**config.mk**
```make
export PLATFORM = sky130hd
export DESIGN_NAME = usart_tx_cts
export DESIGN_NICKNAME = d
export VERILOG_FILES = /design/src/rtl/txu_pkg.sv /design/src/rtl/txu_hold_buf.sv /design/src/rtl/txu_shifter.sv /design/src/rtl/txu_flags.sv /design/src/rtl/usart_tx_cts.sv
export SDC_FILE = /design/constraint.sdc
export NUM_CORES = 1
export LEC_CHECK = 0
export ABC_CLOCK_PERIOD_IN_PS = 1700
export BUFFER_PORTS_ARGS = -buffer_cell sky130_fd_sc_hd__buf_2
export CAP_MARGIN = 20
export CORE_MARGIN = 2
export CORE_UTILIZATION = 53
export DETAILED_ROUTE_END_ITERATION = 6
export PLACE_DENSITY = 0.86
export SLEW_MARGIN = 20
export SYNTH_ARGS = -nofsm -noshare
export SYNTH_HDL_FRONTEND = slang
export SYNTH_SLANG_ARGS = --single-unit
```
**constraint.sdc**
```tcl
create_clock -name clk -period 1.7 [get_ports clk]
set_input_delay 0.17 -clock clk [delete_from_list [all_inputs] [get_ports clk]]
set_output_delay 0.17 -clock clk [all_outputs]
set_load 0.05 [all_outputs]
```
**src/rtl/txu_pkg.sv**
```systemverilog
package txu_pkg;
  typedef enum logic {SH_IDLE = 1'b0, SH_BUSY = 1'b1} sh_state_e;
  localparam int STAT_W           = 8;
  localparam int STAT_TXRDY_BIT   = 0;
  localparam int STAT_TXEMPTY_BIT = 2;
endpackage

```
**src/rtl/txu_hold_buf.sv**
```systemverilog
module txu_hold_buf #(
  parameter int DATA_W = 8
) (
  input  logic              clk,
  input  logic              rst_n,
  input  logic              wr_en,
  input  logic [DATA_W-1:0] wr_data,
  input  logic              take,
  output logic              full,
  output logic [DATA_W-1:0] data
);
  always_ff @(posedge clk) begin
    if (!rst_n) begin
      full <= 1'b0;
      data <= '0;
    end else if (take) begin
      full <= 1'b0;
    end else if (wr_en) begin
      full <= 1'b1;
      data <= wr_data;
    end
  end


  no_take_empty_chk: assert property (@(posedge clk) disable iff (!rst_n)
    take |-> full);

  take_drains_chk: assert property (@(posedge clk) disable iff (!rst_n)
    take |=> !full);

  no_write_full_chk: assert property (@(posedge clk) disable iff (!rst_n)
    wr_en |-> !full);
endmodule

```
**src/rtl/txu_shifter.sv**
```systemverilog
module txu_shifter
  import txu_pkg::*;
#(
  parameter int DATA_W     = 8,
  parameter int OVERSAMPLE = 16
) (
  input  logic              clk,
  input  logic              rst_n,
  input  logic              tick,
  input  logic              go_ok,
  input  logic [DATA_W-1:0] data_in,
  output logic              take,
  output logic              busy,
  output logic              txd
);
  localparam int FRAME_W = DATA_W + 2;
  localparam int SUB_W   = (OVERSAMPLE > 1) ? $clog2(OVERSAMPLE) : 1;
  localparam int BIT_W   = $clog2(FRAME_W);
  localparam logic [SUB_W-1:0] SUB_LAST = SUB_W'(OVERSAMPLE - 1);
  localparam logic [BIT_W-1:0] BIT_LAST = BIT_W'(FRAME_W - 1);

  sh_state_e          st;
  logic [FRAME_W-1:0] sh;
  logic [SUB_W-1:0]   sub;
  logic [BIT_W-1:0]   bitc;
  logic               bit_end;
  logic               finish;
  logic               free;

  assign busy    = (st == SH_BUSY);
  assign bit_end = busy && tick && (sub == SUB_LAST);
  assign finish  = bit_end && (bitc == BIT_LAST);
  assign free    = !busy || finish;
  assign take    = tick && free && go_ok;
  assign txd     = sh[0];

  always_ff @(posedge clk) begin
    if (!rst_n) begin
      st   <= SH_IDLE;
      sh   <= '1;
      sub  <= '0;
      bitc <= '0;
    end else if (take) begin
      st   <= SH_BUSY;
      sh   <= {1'b1, data_in, 1'b0};
      sub  <= '0;
      bitc <= '0;
    end else if (finish) begin
      st   <= SH_IDLE;
      sh   <= '1;
      sub  <= '0;
      bitc <= '0;
    end else if (bit_end) begin
      sub  <= '0;
      bitc <= bitc + BIT_W'(1);
      sh   <= {1'b1, sh[FRAME_W-1:1]};
    end else if (busy && tick) begin
      sub  <= sub + SUB_W'(1);
    end
  end


  idle_high_chk: assert property (@(posedge clk) disable iff (!rst_n)
    !busy |-> txd);

  txd_stable_chk: assert property (@(posedge clk) disable iff (!rst_n)
    (busy && !tick) |=> $stable(txd));

  start_low_chk: assert property (@(posedge clk) disable iff (!rst_n)
    take |=> (!txd && busy));

  frame_holds_chk: assert property (@(posedge clk) disable iff (!rst_n)
    (busy && !finish) |=> busy);
endmodule

```
**src/rtl/txu_flags.sv**
```systemverilog
module txu_flags
  import txu_pkg::*;
(
  input  logic              hold_full,
  input  logic              busy,
  input  logic              tx_en,
  output logic              tx_rdy,
  output logic              tx_empty,
  output logic              tx_irq,
  output logic [STAT_W-1:0] status
);
  assign tx_rdy   = !hold_full && tx_en;
  assign tx_empty = !hold_full && !busy;
  assign tx_irq   = tx_rdy;

  always_comb begin
    status                   = '0;
    status[STAT_TXRDY_BIT]   = tx_rdy;
    status[STAT_TXEMPTY_BIT] = tx_empty;
  end
endmodule

```
**src/rtl/usart_tx_cts.sv**
```systemverilog
module usart_tx_cts
  import txu_pkg::*;
#(
  parameter int DATA_W     = 8,
  parameter int OVERSAMPLE = 16
) (
  input  logic              clk,
  input  logic              rst_n,
  input  logic              tx_en,
  input  logic              cts,
  input  logic              tick16,
  input  logic              s_valid,
  input  logic [DATA_W-1:0] s_data,
  output logic              s_ready,
  output logic              txd,
  output logic              tx_rdy,
  output logic              tx_empty,
  output logic              tx_irq,
  output logic [STAT_W-1:0] status
);
  logic              hold_full;
  logic [DATA_W-1:0] hold_data;
  logic              take;
  logic              busy;
  logic              wr_en;
  logic              go_ok;

  assign s_ready = tx_rdy;
  assign wr_en   = s_valid && s_ready;
  assign go_ok   = hold_full && tx_en && cts;

  txu_hold_buf #(.DATA_W(DATA_W)) u_hold (
    .clk     (clk),
    .rst_n   (rst_n),
    .wr_en   (wr_en),
    .wr_data (s_data),
    .take    (take),
    .full    (hold_full),
    .data    (hold_data)
  );

  txu_shifter #(.DATA_W(DATA_W), .OVERSAMPLE(OVERSAMPLE)) u_shift (
    .clk     (clk),
    .rst_n   (rst_n),
    .tick    (tick16),
    .go_ok   (go_ok),
    .data_in (hold_data),
    .take    (take),
    .busy    (busy),
    .txd     (txd)
  );

  txu_flags u_flags (
    .hold_full (hold_full),
    .busy      (busy),
    .tx_en     (tx_en),
    .tx_rdy    (tx_rdy),
    .tx_empty  (tx_empty),
    .tx_irq    (tx_irq),
    .status    (status)
  );


  no_start_gated_chk: assert property (@(posedge clk) disable iff (!rst_n)
    (!tx_en || !cts) |-> !take);

  rdy_ignores_cts_chk: assert property (@(posedge clk) disable iff (!rst_n)
    (tx_en && !hold_full) |-> s_ready);

  accept_clears_chk: assert property (@(posedge clk) disable iff (!rst_n)
    (s_valid && s_ready) |=> (!tx_empty && !tx_rdy));

  empty_halt_chk: assert property (@(posedge clk) disable iff (!rst_n)
    (!tx_en && !busy) |=> $stable(tx_empty));

  irq_mask_chk: assert property (@(posedge clk) disable iff (!rst_n)
    !tx_en |-> !tx_irq);
endmodule

```
## Yosys cells after proc, flatten, opt, wreduce, memory -nomap -nowiden

Index checks and enable logic that the tools add are counted.

| word-level totals | value |
|---|---|
| bits in registers | 27 |
| input bits | 14 |
| word-level logic and storage cells | 36 |

| operators by class | value |
|---|---|
| add/subtract/negate cells | 2 |
| equality and inequality tests | 2 |
| muxes and demuxes | 5 |
| bitwise logic cells | 2 |
| reductions and logical operators | 19 |

Operator list:

| operator | count |
|---|---|
| $mux W9 | 3 |
| $logic_and A1 B1 Y1 | 10 |
| $add A4 B1 Y4 const B | 2 |
| $eq A4 B4 Y1 const B | 2 |
| $reduce_or A4 Y1 | 1 |
| $reduce_bool A3 Y1 | 1 |
| $reduce_or A3 Y1 | 1 |
| $logic_not A1 Y1 | 2 |
| $mux W1 | 2 |
| $not A1 Y1 | 2 |
| $reduce_and A2 Y1 | 1 |
| $reduce_bool A2 Y1 | 1 |
| $reduce_or A2 Y1 | 1 |
| $logic_or A1 B1 Y1 | 1 |

## Longest topological paths before layout

Gate-level depths: netlist of the first run.

| depth | value |
|---|---|
| word-level depth | 8 |
| mapped depth | 8 |
| depth with buffers taken out | 6 |

## Hierarchy

A second synthesis of the first run with hierarchy kept.

| unflattened totals | value |
|---|---|
| cell total of the unflattened synthesis | 154 |
| area, all modules | 1,348.8 um2 |

By module, submodules not included:

| module | times used | cells each | area each (um2) |
|---|---|---|---|
| txu_shifter | 1 | 100 | 868.3 |
| txu_hold_buf | 1 | 39 | 379.1 |
| txu_flags | 1 | 12 | 81.3 |
| usart_tx_cts | 1 | 3 | 20.0 |

## Worst setup path before layout of the first run

OpenSTA, ideal clock, no wires.

| path | value |
|---|---|
| path kind | flip-flop to output port |
| start | register u_shift.st (netlist: u_shift.busy) |
| end | output status[2] |
| arrival time | 1.393 ns |
| data required time | 1.530 ns |
| path slack | 0.137 ns |
| stages on the path, launching flop included | 3 |
| buffers on the path | 1 |
| cell sequence | dfxtp_1 -> nor2_1 -> buf_4 |

| between the ends | value |
|---|---|
| cells in the longest elaborated chain, start to end | 2 |

RTL lines:

| item | RTL line | RTL |
|---|---|---|
| start, declared | txu_shifter.sv:22 | `sh_state_e st;` |
| start signal, assigned | txu_shifter.sv:39 | `st <= SH_IDLE;` |
| start signal, assigned | txu_shifter.sv:44 | `st <= SH_BUSY;` |
| start signal, assigned | txu_shifter.sv:49 | `st <= SH_IDLE;` |
| $logic_not A1 Y1 | txu_flags.sv:13 | `assign tx_empty = !hold_full && !busy;` |
| $logic_and A1 B1 Y1 | txu_flags.sv:13 |  |
| end, declared | usart_tx_cts.sv:19 | `output logic [STAT_W-1:0] status` |

Every way passes these cells.

## Final worst setup path of the first run

| path | value |
|---|---|
| start | register u_shift.sub[0] |
| end | register u_shift.sh[3] |

| between the ends | value |
|---|---|
| cells in the longest elaborated chain, start to end | 7 |
| elaborated cells between the ends (all ways) | 9 |
| classes of those cells | eq/ne: 1; mux: 2; reduce/logical: 6 |

RTL lines:

| item | RTL line | RTL |
|---|---|---|
| start, declared | txu_shifter.sv:24 | `logic [SUB_W-1:0] sub;` |
| start signal, assigned | txu_shifter.sv:58 | `sub <= sub + SUB_W'(1);` |
| $eq A4 B4 Y1 * | txu_shifter.sv:31 | `assign bit_end = busy && tick && (sub == SUB_LAST);` |
| $logic_and A1 B1 Y1 * | txu_shifter.sv:31 |  |
| $logic_and A1 B1 Y1 | txu_shifter.sv:32 | `assign finish = bit_end && (bitc == BIT_LAST);` |
| $logic_or A1 B1 Y1 | txu_shifter.sv:33 | `assign free = !busy \|\| finish;` |
| $logic_and A1 B1 Y1 (2 in a row) | txu_shifter.sv:34 | `assign take = tick && free && go_ok;` |
| $reduce_bool A3 Y1 (no source line) / $mux W9 (equally long branches) | -- |  |
| end signal, assigned | txu_shifter.sv:45 | `sh <= {1'b1, data_in, 1'b0};` |
| end signal, assigned | txu_shifter.sv:56 | `sh <= {1'b1, sh[FRAME_W-1:1]};` |
| end, declared | txu_shifter.sv:23 | `logic [FRAME_W-1:0] sh;` |

Mark *: on every way between the ends. The rest lies on a longest branch, timed or not.
A chain may end at the register's enable or synchronous reset.

==> results.ini, run 1 <==
[synthesis]
synth_flop_cell=dfxtp_1
synth_top_area_share_pct=40.8
synth_edf_count=0
yosysUniqueCellTypes=40
ys_seq_area_share_pct=40.8
async_flop_share_pct=0
yosys-top-cells-area=dfxtp_1 (41%), buf_4 (6.2%), a21boi_0 (5.7%), a211o_1 (4.6%), nand3_1 (4.2%)
avgSynthCellArea_sq_um=8.88
syn_inst=149
synth-seq-cells=27
synth_top_area_cell=dfxtp_1
yosysWarnings=0
synth_area_sq_mm=0.00132

[clocking]
cts_sinks=27
clockBufferDepth=2
post_cts_buffers=0
cts_tree=built
cts_root_buf=clkbuf_4
numCtsBuffers=3
clk_pin_slew_ps=140
insertion_delay_ps=320
cts_resized=0
htree_levels=1
holdBufCountCts=0

[cells_and_area]
drive_gt1_share_pct=20.8
fin_nets=186
antenna_cells=0
multi_input_area_sq_um=658
fillCellCount=212
regArea_sq_um=541
syn2layout_area_growth_pct=8.88
layout_common_cells=dfxtp_1 (27), buf_2 (20), nand3_1 (11), nand2_1 (11), a21boi_0 (10)
final_common_cell=dfxtp_1
final_util_pct=59.8

[worst_setup_path]
path_cells=ha_1 > nand3_1 > o22ai_2 > o21ai_0 > a211o_1
start_kind=flop
worstPathRequired_ps=1920
slowest_stage=dfxtp_1
critical_path_buf_inv_count=0
critPathKind=reg -> reg
crit_path_max_incr_delay_ps=400
crit_path_end_kind=flop
crit_fanout=8
crit_family=compound AO/OA/AOI/OAI gates
arrival_ps=1800

[placement]
gp_congestion=0.797
dp_hpwl_microns=1920
portBuffers=20

[routing]
firstDrtPassIters=4
drc_errors=0
drtIter0Drc=6
wl_microns=2420
vias=1061
vias_per_cell=5.36
ant_nets=0
wl_per_cell_microns=12.2

[timing]
fmax_ghz=0.632
setup_tns_ps=0
slew_viol_final=0
period_share_pct=93.1
finalCriticalPeriod_ps=1580
finalSetupViolCount=0
hold_viol=0
rsz0062_at_grt=false
fin_skew_ps=9.77

[global_routing]
grt_pass1_vias=988
grt_pass1_wl_microns=3960
grt_overflow=0
grt_use_total_pct=18.7
grt_max_degree=15
antenna_found_initial=0

[floorplan]
die_h_microns=54.0
core_area_sq_mm=0.00241
die_area_sq_mm=0.00291
placementRows=18
die_w_microns=54.0
ioPinCount=27
start_util_pct=54.9

[pwr]
worst_ir_drop_vdd_mv=0.583
powerDensity_mw_per_mm2=754
static-leakage-power_nw=0.603

[run]
cap_violations=0

[run_status]
status=finished, final reports clean

[hold_path]
hp-class=in -> reg

[sequential cells by signal (all words and copies together) (netlist names)]
| name | flops |
|---|---|
| u_shift.sub | 4 |
| u_hold.full | 1 |
| u_shift.sh | 9 |
| u_shift.busy | 1 |
| u_hold.data | 8 |
| u_shift.bitc | 4 |
[through the flow]
| step | total power, mW | hold slack, ps | instances | area, sq um | setup slack, ps |
|---|---|---|---|---|---|
| after detailed placement | 0.830 | 441 | 194 | 1420 | 132 |
| after global routing | 1.13 | 93.8 | 198 | 1440 | 5.23 |
| after global placement | 0.826 | 433 | 194 | 1420 | 181 |
| final | 1.09 | 85.2 | 198 | 1440 | 118 |
| after CTS | 1.09 | 85.6 | 198 | 1440 | 111 |
| after floorplan | 0.808 | 326 | 154 | 1340 | 137 |
[per-layer routing]
layer / global-route usage (%) / wire [microns] / up-vias
li1: - / - / 548
met1: 19.9 / 1080 / 489
met2: 35.8 / 1230 / 20
met3: 2.50 / 81 / 4
met4: 8.75 / 30 / 0
met5: 0 / 0 / -
[cells in the mapped netlist (3+ instances only)]
cell / number
a211o_1: 7
a21boi_0: 10
buf_4: 11
clkbuf_1: 3
dfxtp_1: 27
ha_1: 3
inv_1: 9
nand2_1: 11
nand3_1: 11
nor2_1: 6
nor3_1: 3
nor3b_1: 3
o21a_1: 7
o21ai_0: 8
xor2_1: 3
[final cells by class]
cell class              instances  share of cell area [%]
inverters                       9                    2.34
clock buffers                   4                    1.82
multi-input cells             102                    45.7
well taps                      30                    2.60
repair buffers                 26                    10.1
flip-flops and latches         27                    37.5
[power breakdown]
part	internal [mW]	switching, mW	total (mW)
Sequential	0.648	0.0105	0.659
Combinational	0.0415	0.115	0.156
Clock	0.0918	0.180	0.272
[worst paths after layout]
path | startpoint | to | slack (ps) | cells after the start
worst max-delay path | u_shift.sub[0] | u_shift.sh[3] | 120 | 5
worst min-delay path | s_data[7] | u_hold.data[7] | 90 | 3
worst max register to register | u_shift.sub[0] | u_shift.sh[3] | 120 | 5
worst min register to register | u_hold.data[7] | u_hold.data[7] | 470 | 2
[cells by family after synthesis]
kind of cell,Yosys count,synth area share [%]
other cells,1,0.283
simple gates,46,18.1
fa+ha+maj,3,2.84
compound gates,41,23.0
buf+inv,25,10.9
xor+xnor,5,3.31
mux,1,0.756
flops,27,40.8
[worst min-delay path, stage by stage]
cell	delay [ps]
buf_2	100
nand3_1	50
a21boi_0	60
Power figures use the tool's default switching activity.
==> run 2, diff against run 1 <==
Settings changed: BUFFER_PORTS_ARGS -buffer_cell sky130_fd_sc_hd__buf_2 to -buffer_cell sky130_fd_sc_hd__buf_4, CAP_MARGIN 20 to 10, SYNTH_HIERARCHICAL from default to 1.
==> run 2 against run 1 <==
  * Maximum frequency fell by 3.4%
  * Hold slack got worse by 3.6 ps
  * Critical path depth rose by 3
  * Die area rose by 1.7%
  * Sequential share of layout area fell by 2.0 points
  * Count of clock-buffer cells in the layout fell by 1
  * Largest power group unchanged
==> results.ini, run 2 <==
[global_routing]
grt_pass1_wl_microns=4060  ; +2.6%
grt_pass1_vias=948  ; -4.0%
grt_overflow=0  ; unchanged
antenna_found_initial=0  ; unchanged
grt_use_total_pct=19.3  ; +0.60 points
grt_max_degree=30  ; +15

[clocking]
numCtsBuffers=3  ; unchanged
insertion_delay_ps=330  ; about the same
cts_tree=built
clockBufferDepth=2  ; unchanged
htree_levels=1  ; unchanged
cts_resized=0  ; unchanged
post_cts_buffers=1  ; +1
cts_sinks=27  ; unchanged
cts_root_buf=clkbuf_4
clk_pin_slew_ps=150  ; about the same
holdBufCountCts=0  ; unchanged

[floorplan]
die_w_microns=54.4  ; +0.87%
core_area_sq_mm=0.00245  ; +1.9%
ioPinCount=27  ; unchanged
start_util_pct=54.9  ; about the same
placementRows=18  ; unchanged
die_area_sq_mm=0.00296  ; +1.7%
die_h_microns=54.4  ; +0.87%

[cells_and_area]
regMostFlops=u_shift/sh
final_cell_count_no_fill=203  ; +2.5%
fin_nets=191  ; +2.7%
drive_gt1_share_pct=23.1  ; +2.3 points
layout_common_cells=nand2_1 (35), dfxtp_1 (27), buf_4 (26), nor2_1 (11)
syn2layout_area_growth_pct=12.8
reg_top3=u_shift/sh x9, u_hold/data x8
antenna_cells=0  ; unchanged
largest_reg_flops=9  ; unchanged
final_common_cell=nand2_1

[routing]
wl_microns=2600  ; +7.6%
vias_per_cell=5.44  ; +1.6%
drc_errors=0  ; unchanged
drtIter0Drc=24  ; +18
wl_per_cell_microns=12.8  ; +5.0%
firstDrtPassIters=4  ; unchanged
vias=1105  ; +4.1%
ant_nets=0  ; unchanged

[synthesis]
synth_area_sq_mm=0.00135  ; +1.9%
yosys-top-cells-area=dfxtp_1 (40%), nand2_1 (9.7%), mux2i_1 (5.9%), buf_4 (5.6%), o211ai_1 (3.9%)
syn_inst=154  ; +3.4%
synth_flop_cell=dfxtp_1
ys_seq_area_share_pct=40.1  ; -0.76 points
synth_top_area_cell=dfxtp_1
synth_top_cells_by_count=nand2_1 (35), dfxtp_1 (27), nor2_1 (11)
synth-seq-cells=27  ; unchanged
yosysUniqueCellTypes=35  ; -13%
avgSynthCellArea_sq_um=8.76  ; -1.4%
async_flop_share_pct=0  ; unchanged
synth_edf_count=0  ; unchanged
synth_top_area_share_pct=40.1  ; -0.76 points
synth_most_common_cell=nand2_1
yosysWarnings=6  ; +6

[timing]
fin_skew_ps=8.41  ; -1.36 ps
timing.final.ws_setup_ps=62.9  ; -55.0 ps
period_share_pct=96.3  ; +3.2 points
finalCriticalPeriod_ps=1640  ; +55.0 ps
slew_viol_final=0  ; unchanged
setup_tns_ps=0  ; unchanged
rsz0062_at_grt=false
fmax_ghz=0.611  ; -3.4%
hold_viol=0  ; unchanged
finalSetupViolCount=0  ; unchanged

[placement]
portBuffers=20  ; unchanged
dp_hpwl_microns=1970  ; +2.3%
gp_congestion=0.744  ; -6.7%
dp.cells=198  ; +2.1%
dp_slack_ps=16.1  ; -116 ps

[pwr]
powerDensity_mw_per_mm2=741  ; -1.7%
worst_ir_drop_vdd_mv=0.798  ; +37%
static-leakage-power_nw=0.652  ; +8.1%

[worst_setup_path]
arrival_ps=1900  ; +100 ps
crit_fanout=8  ; unchanged
start_kind=flop
r2r_setup_slack_ps=60  ; -50 ps
worstPathRequired_ps=1960  ; +40 ps
crit_path_end_kind=flop
critPathKind=reg -> reg

[hold_path]
hp-class=in -> reg

[run]
cap_violations=0  ; unchanged

[run_status]
status=finished, final reports clean

## run 2: path summary, 6_finish.rpt
path,from,end,cells after the start
max,u_shift/bitc[1],u_hold/data[7],8
min,s_data[6],u_hold/data[6],3
max reg2reg,u_shift/bitc[1],u_hold/data[7],8
min reg2reg,u_hold/data[6],u_hold/data[6],2
## run 2: critical path, cell delays in order (launching register included)
cell     delay (ps)
dfxtp_1         400
inv_1            60
ha_1            180
and4b_2         250
a21oi_4         140
inv_2            90
nor2b_4         130
buf_12          140
mux2i_1         190
## run 2: layout make-up
type                       count  area (sq um)
sequential                    27           541
multi-input combinational    113           693
fill                         200           933
clock buffer                   3          22.5
timing repair buffer          27           215
tap                           30          37.5
inverter                       2          7.51
clock inverter                 1          5.00
## run 2: cells by family after synthesis
group | share of synthesized area, %
AO/OA/AOI/OAI | 8.91
XOR/XNOR | 3.90
adder cells (fa/ha/maj) | 2.78
buffers and inverters | 10.5
flip-flops | 40.1
multiplexers | 5.94
other | 0.278
AND/OR/NAND/NOR | 27.6
## run 2: where the power goes
group          switching [mW]  leakage, nW  internal [mW]
registers             0.00884        0.219          0.650
logic                   0.123        0.415         0.0676
clock network           0.190       0.0177         0.0884
total                   0.322        0.652          0.806
## run 2: routing by layer
layer | vias up | track usage, % | part of all wire [%]
met3 | 9 | 5.74 | 4.5
met5 | - | 0 | 0
met1 | 517 | 22.7 | 43
met2 | 32 | 33.1 | 51
met4 | 0 | 6.67 | 1.8
li1 | 547 | - | -
## run 2: stage by stage
step	area, sq um	util (%)	hold WS [ps]	power (mW)
3_3_place_gp	1470	60.0	427	0.851
2_1_floorplan	1380	-	312	0.827
4_1_cts	1520	62.0	65.8	1.14
6_report	1520	62.0	81.6	1.13
3_5_place_dp	1470	60.0	435	0.857
5_1_grt	1520	62.0	52.7	1.18
==> run 3, diff against run 2 <==
Settings changed: SYNTH_HIERARCHICAL 1 to default.
==> run 3 against run 2 <==
  * Combinational power down 9%
  * Wire length down 1.0%
  * Utilization up 0.85 points
  * Highest routed layer unchanged
  * First-iteration DRC count down 17%
  * Global-route usage up 1.4 points
  * Maximum frequency up 0.75%
  * Flip-flop and latch count unchanged
  * Hold slack better by 18 ps
  * Register-to-register slack about the same
==> results.ini, run 3 (synthesis gave the netlist of run 1 again) <==
[floorplan]
placementRows=18  ; unchanged
ioPinCount=27  ; unchanged
core_area_sq_mm=0.00241  ; -1.8%
die_h_microns=54.0  ; -0.86%
die_w_microns=54.0  ; -0.86%
start_util_pct=54.9  ; about the same
die_area_sq_mm=0.00291  ; -1.7%

[routing]
vias_per_cell=5.49  ; +0.81%
wl_per_cell_microns=13.0  ; +0.99%
drc_errors=0  ; unchanged
ant_nets=0  ; unchanged
wl_microns=2580  ; -1.0%
firstDrtPassIters=4  ; unchanged
vias=1092  ; -1.2%
drtIter0Drc=20  ; -17%

[clocking]
holdBufCountCts=0  ; unchanged
htree_levels=1  ; unchanged
numCtsBuffers=3  ; unchanged
clk_pin_slew_ps=150  ; about the same
cts_root_buf=clkbuf_4
clockBufferDepth=2  ; unchanged
insertion_delay_ps=330  ; about the same
cts_sinks=27  ; unchanged
cts_tree=built

[cells_and_area]
final_area_sq_mm=0.00151  ; -0.49%
multi_input_area_sq_um=671  ; -3.2%
syn2layout_area_growth_pct=14.4
antenna_cells=0  ; unchanged
largest_reg_flops=9  ; unchanged
fin_nets=187  ; -2.1%
layout_common_cells=buf_4 (27), dfxtp_1 (26), nand2_1 (11), a21boi_0 (10), nand3_1 (10)
regMostFlops=u_shift.sh
fillCellCount=220  ; +10%
reg_top3=u_shift.sh x9, u_hold.data x8
regArea_sq_um=542  ; +0.23%
final_common_cell=buf_4
drive_gt1_share_pct=23.1  ; -0.044 points

[global_routing]
grt_overflow=0  ; unchanged
grt_max_degree=24  ; -20%
antenna_found_initial=0  ; unchanged
grt_pass1_wl_microns=4360  ; +7.3%
grt_pass1_vias=1057  ; +11%
grt_use_total_pct=20.7  ; +1.4 points

[worst_setup_path]
worstRegToRegCells=7  ; -1
r2r_setup_slack_ps=80  ; about the same
worstPathRequired_ps=1920  ; -40 ps
start_kind=flop
arrival_ps=1850  ; -50 ps
crit_path_end_kind=flop
critPathKind=reg -> reg
crit_fanout=9  ; +1

[placement]
gp_congestion=0.779  ; +4.7%
portBuffers=20  ; unchanged
placed_area_sq_mm=0.00147  ; -0.59%
dp_hpwl_microns=1900  ; -3.4%

[hold_path]
hp-class=in -> reg
holdPathStages=3  ; unchanged

[timing]
fmax_ghz=0.615  ; +0.75%
fin_skew_ps=12.2  ; +3.80 ps
finalCriticalPeriod_ps=1620  ; -12.2 ps
finalHoldWorstSlack_ps=100  ; +18.5 ps
period_share_pct=95.6  ; -0.72 points
finalSetupViolCount=0  ; unchanged
hold_viol=0  ; unchanged
slew_viol_final=0  ; unchanged

[pwr]
worst_ir_drop_vdd_mv=0.520  ; -35%
powerDensity_mw_per_mm2=732  ; -1.3%
static-leakage-power_nw=0.631  ; -3.2%

[run]
cap_violations=0  ; unchanged

[run_status]
status=finished, final reports clean

run 3: layer usage:
layer	global-route usage (%)	part of all wire, %	vias to the layer above	wire length (microns)
met2	38.8	51	39	1320
met3	6.39	5.8	4	149
met4	6.25	1.0	0	27
li1	-	-	548	-
met1	21.9	42	501	1080
met5	0	0	-	0
run 3: layout make-up:
class                           instances  area share, %
Clock buffer                            3           1.49
Inverter                                9           2.23
Timing Repair Buffer                   27           13.4
Tap cell                               30           2.48
Multi-Input combinational cell        102           44.3
Clock inverter                          1          0.331
Sequential cell                        27           35.8
run 3: through the flow:
stage	instances	TNS [ps]	util [%]	worst slack (ps)	total power, mW
floorplan	154	0	-	137	0.808
global placement	194	0	60.8	114	0.840
detailed placement	194	0	60.8	19.9	0.845
CTS	198	0	62.3	12.4	1.11
global route	199	-10.7	62.8	-10.7	1.16
finish	199	0	62.8	75.1	1.11
run 3: repair_timing:
item,4_1_cts,5_1_grt
setup buffers,0,1
setup endpoints to repair,1,12
pin swaps,0,1
endpoints found under the hold margin,0,0
gates resized for setup,1,2
run 3: path summary, 6_finish.rpt:
path,endpoint,startpoint
setup / recovery,u_shift.sh[4],u_shift.bitc[1]
hold / removal,u_hold.data[3],s_data[3]
setup reg to reg,u_shift.sh[4],u_shift.bitc[1]
hold reg to reg,u_hold.data[4],u_hold.data[4]
run 3: power by group:
group          total, mW  leakage [nW]  internal (mW)  switching [mW]
registers          0.659         0.220          0.649          0.0105
logic              0.174         0.394         0.0566           0.117
clock network      0.275        0.0177         0.0883           0.187
run 3: worst max-delay path, cell delays in order, from the launching register on:
cell and delay [ps]:
dfxtp_1 400, inv_1 60, ha_1 170, and3b_1 220, nand3_2 120, a21oi_2 70, buf_4 180, a211o_1 290
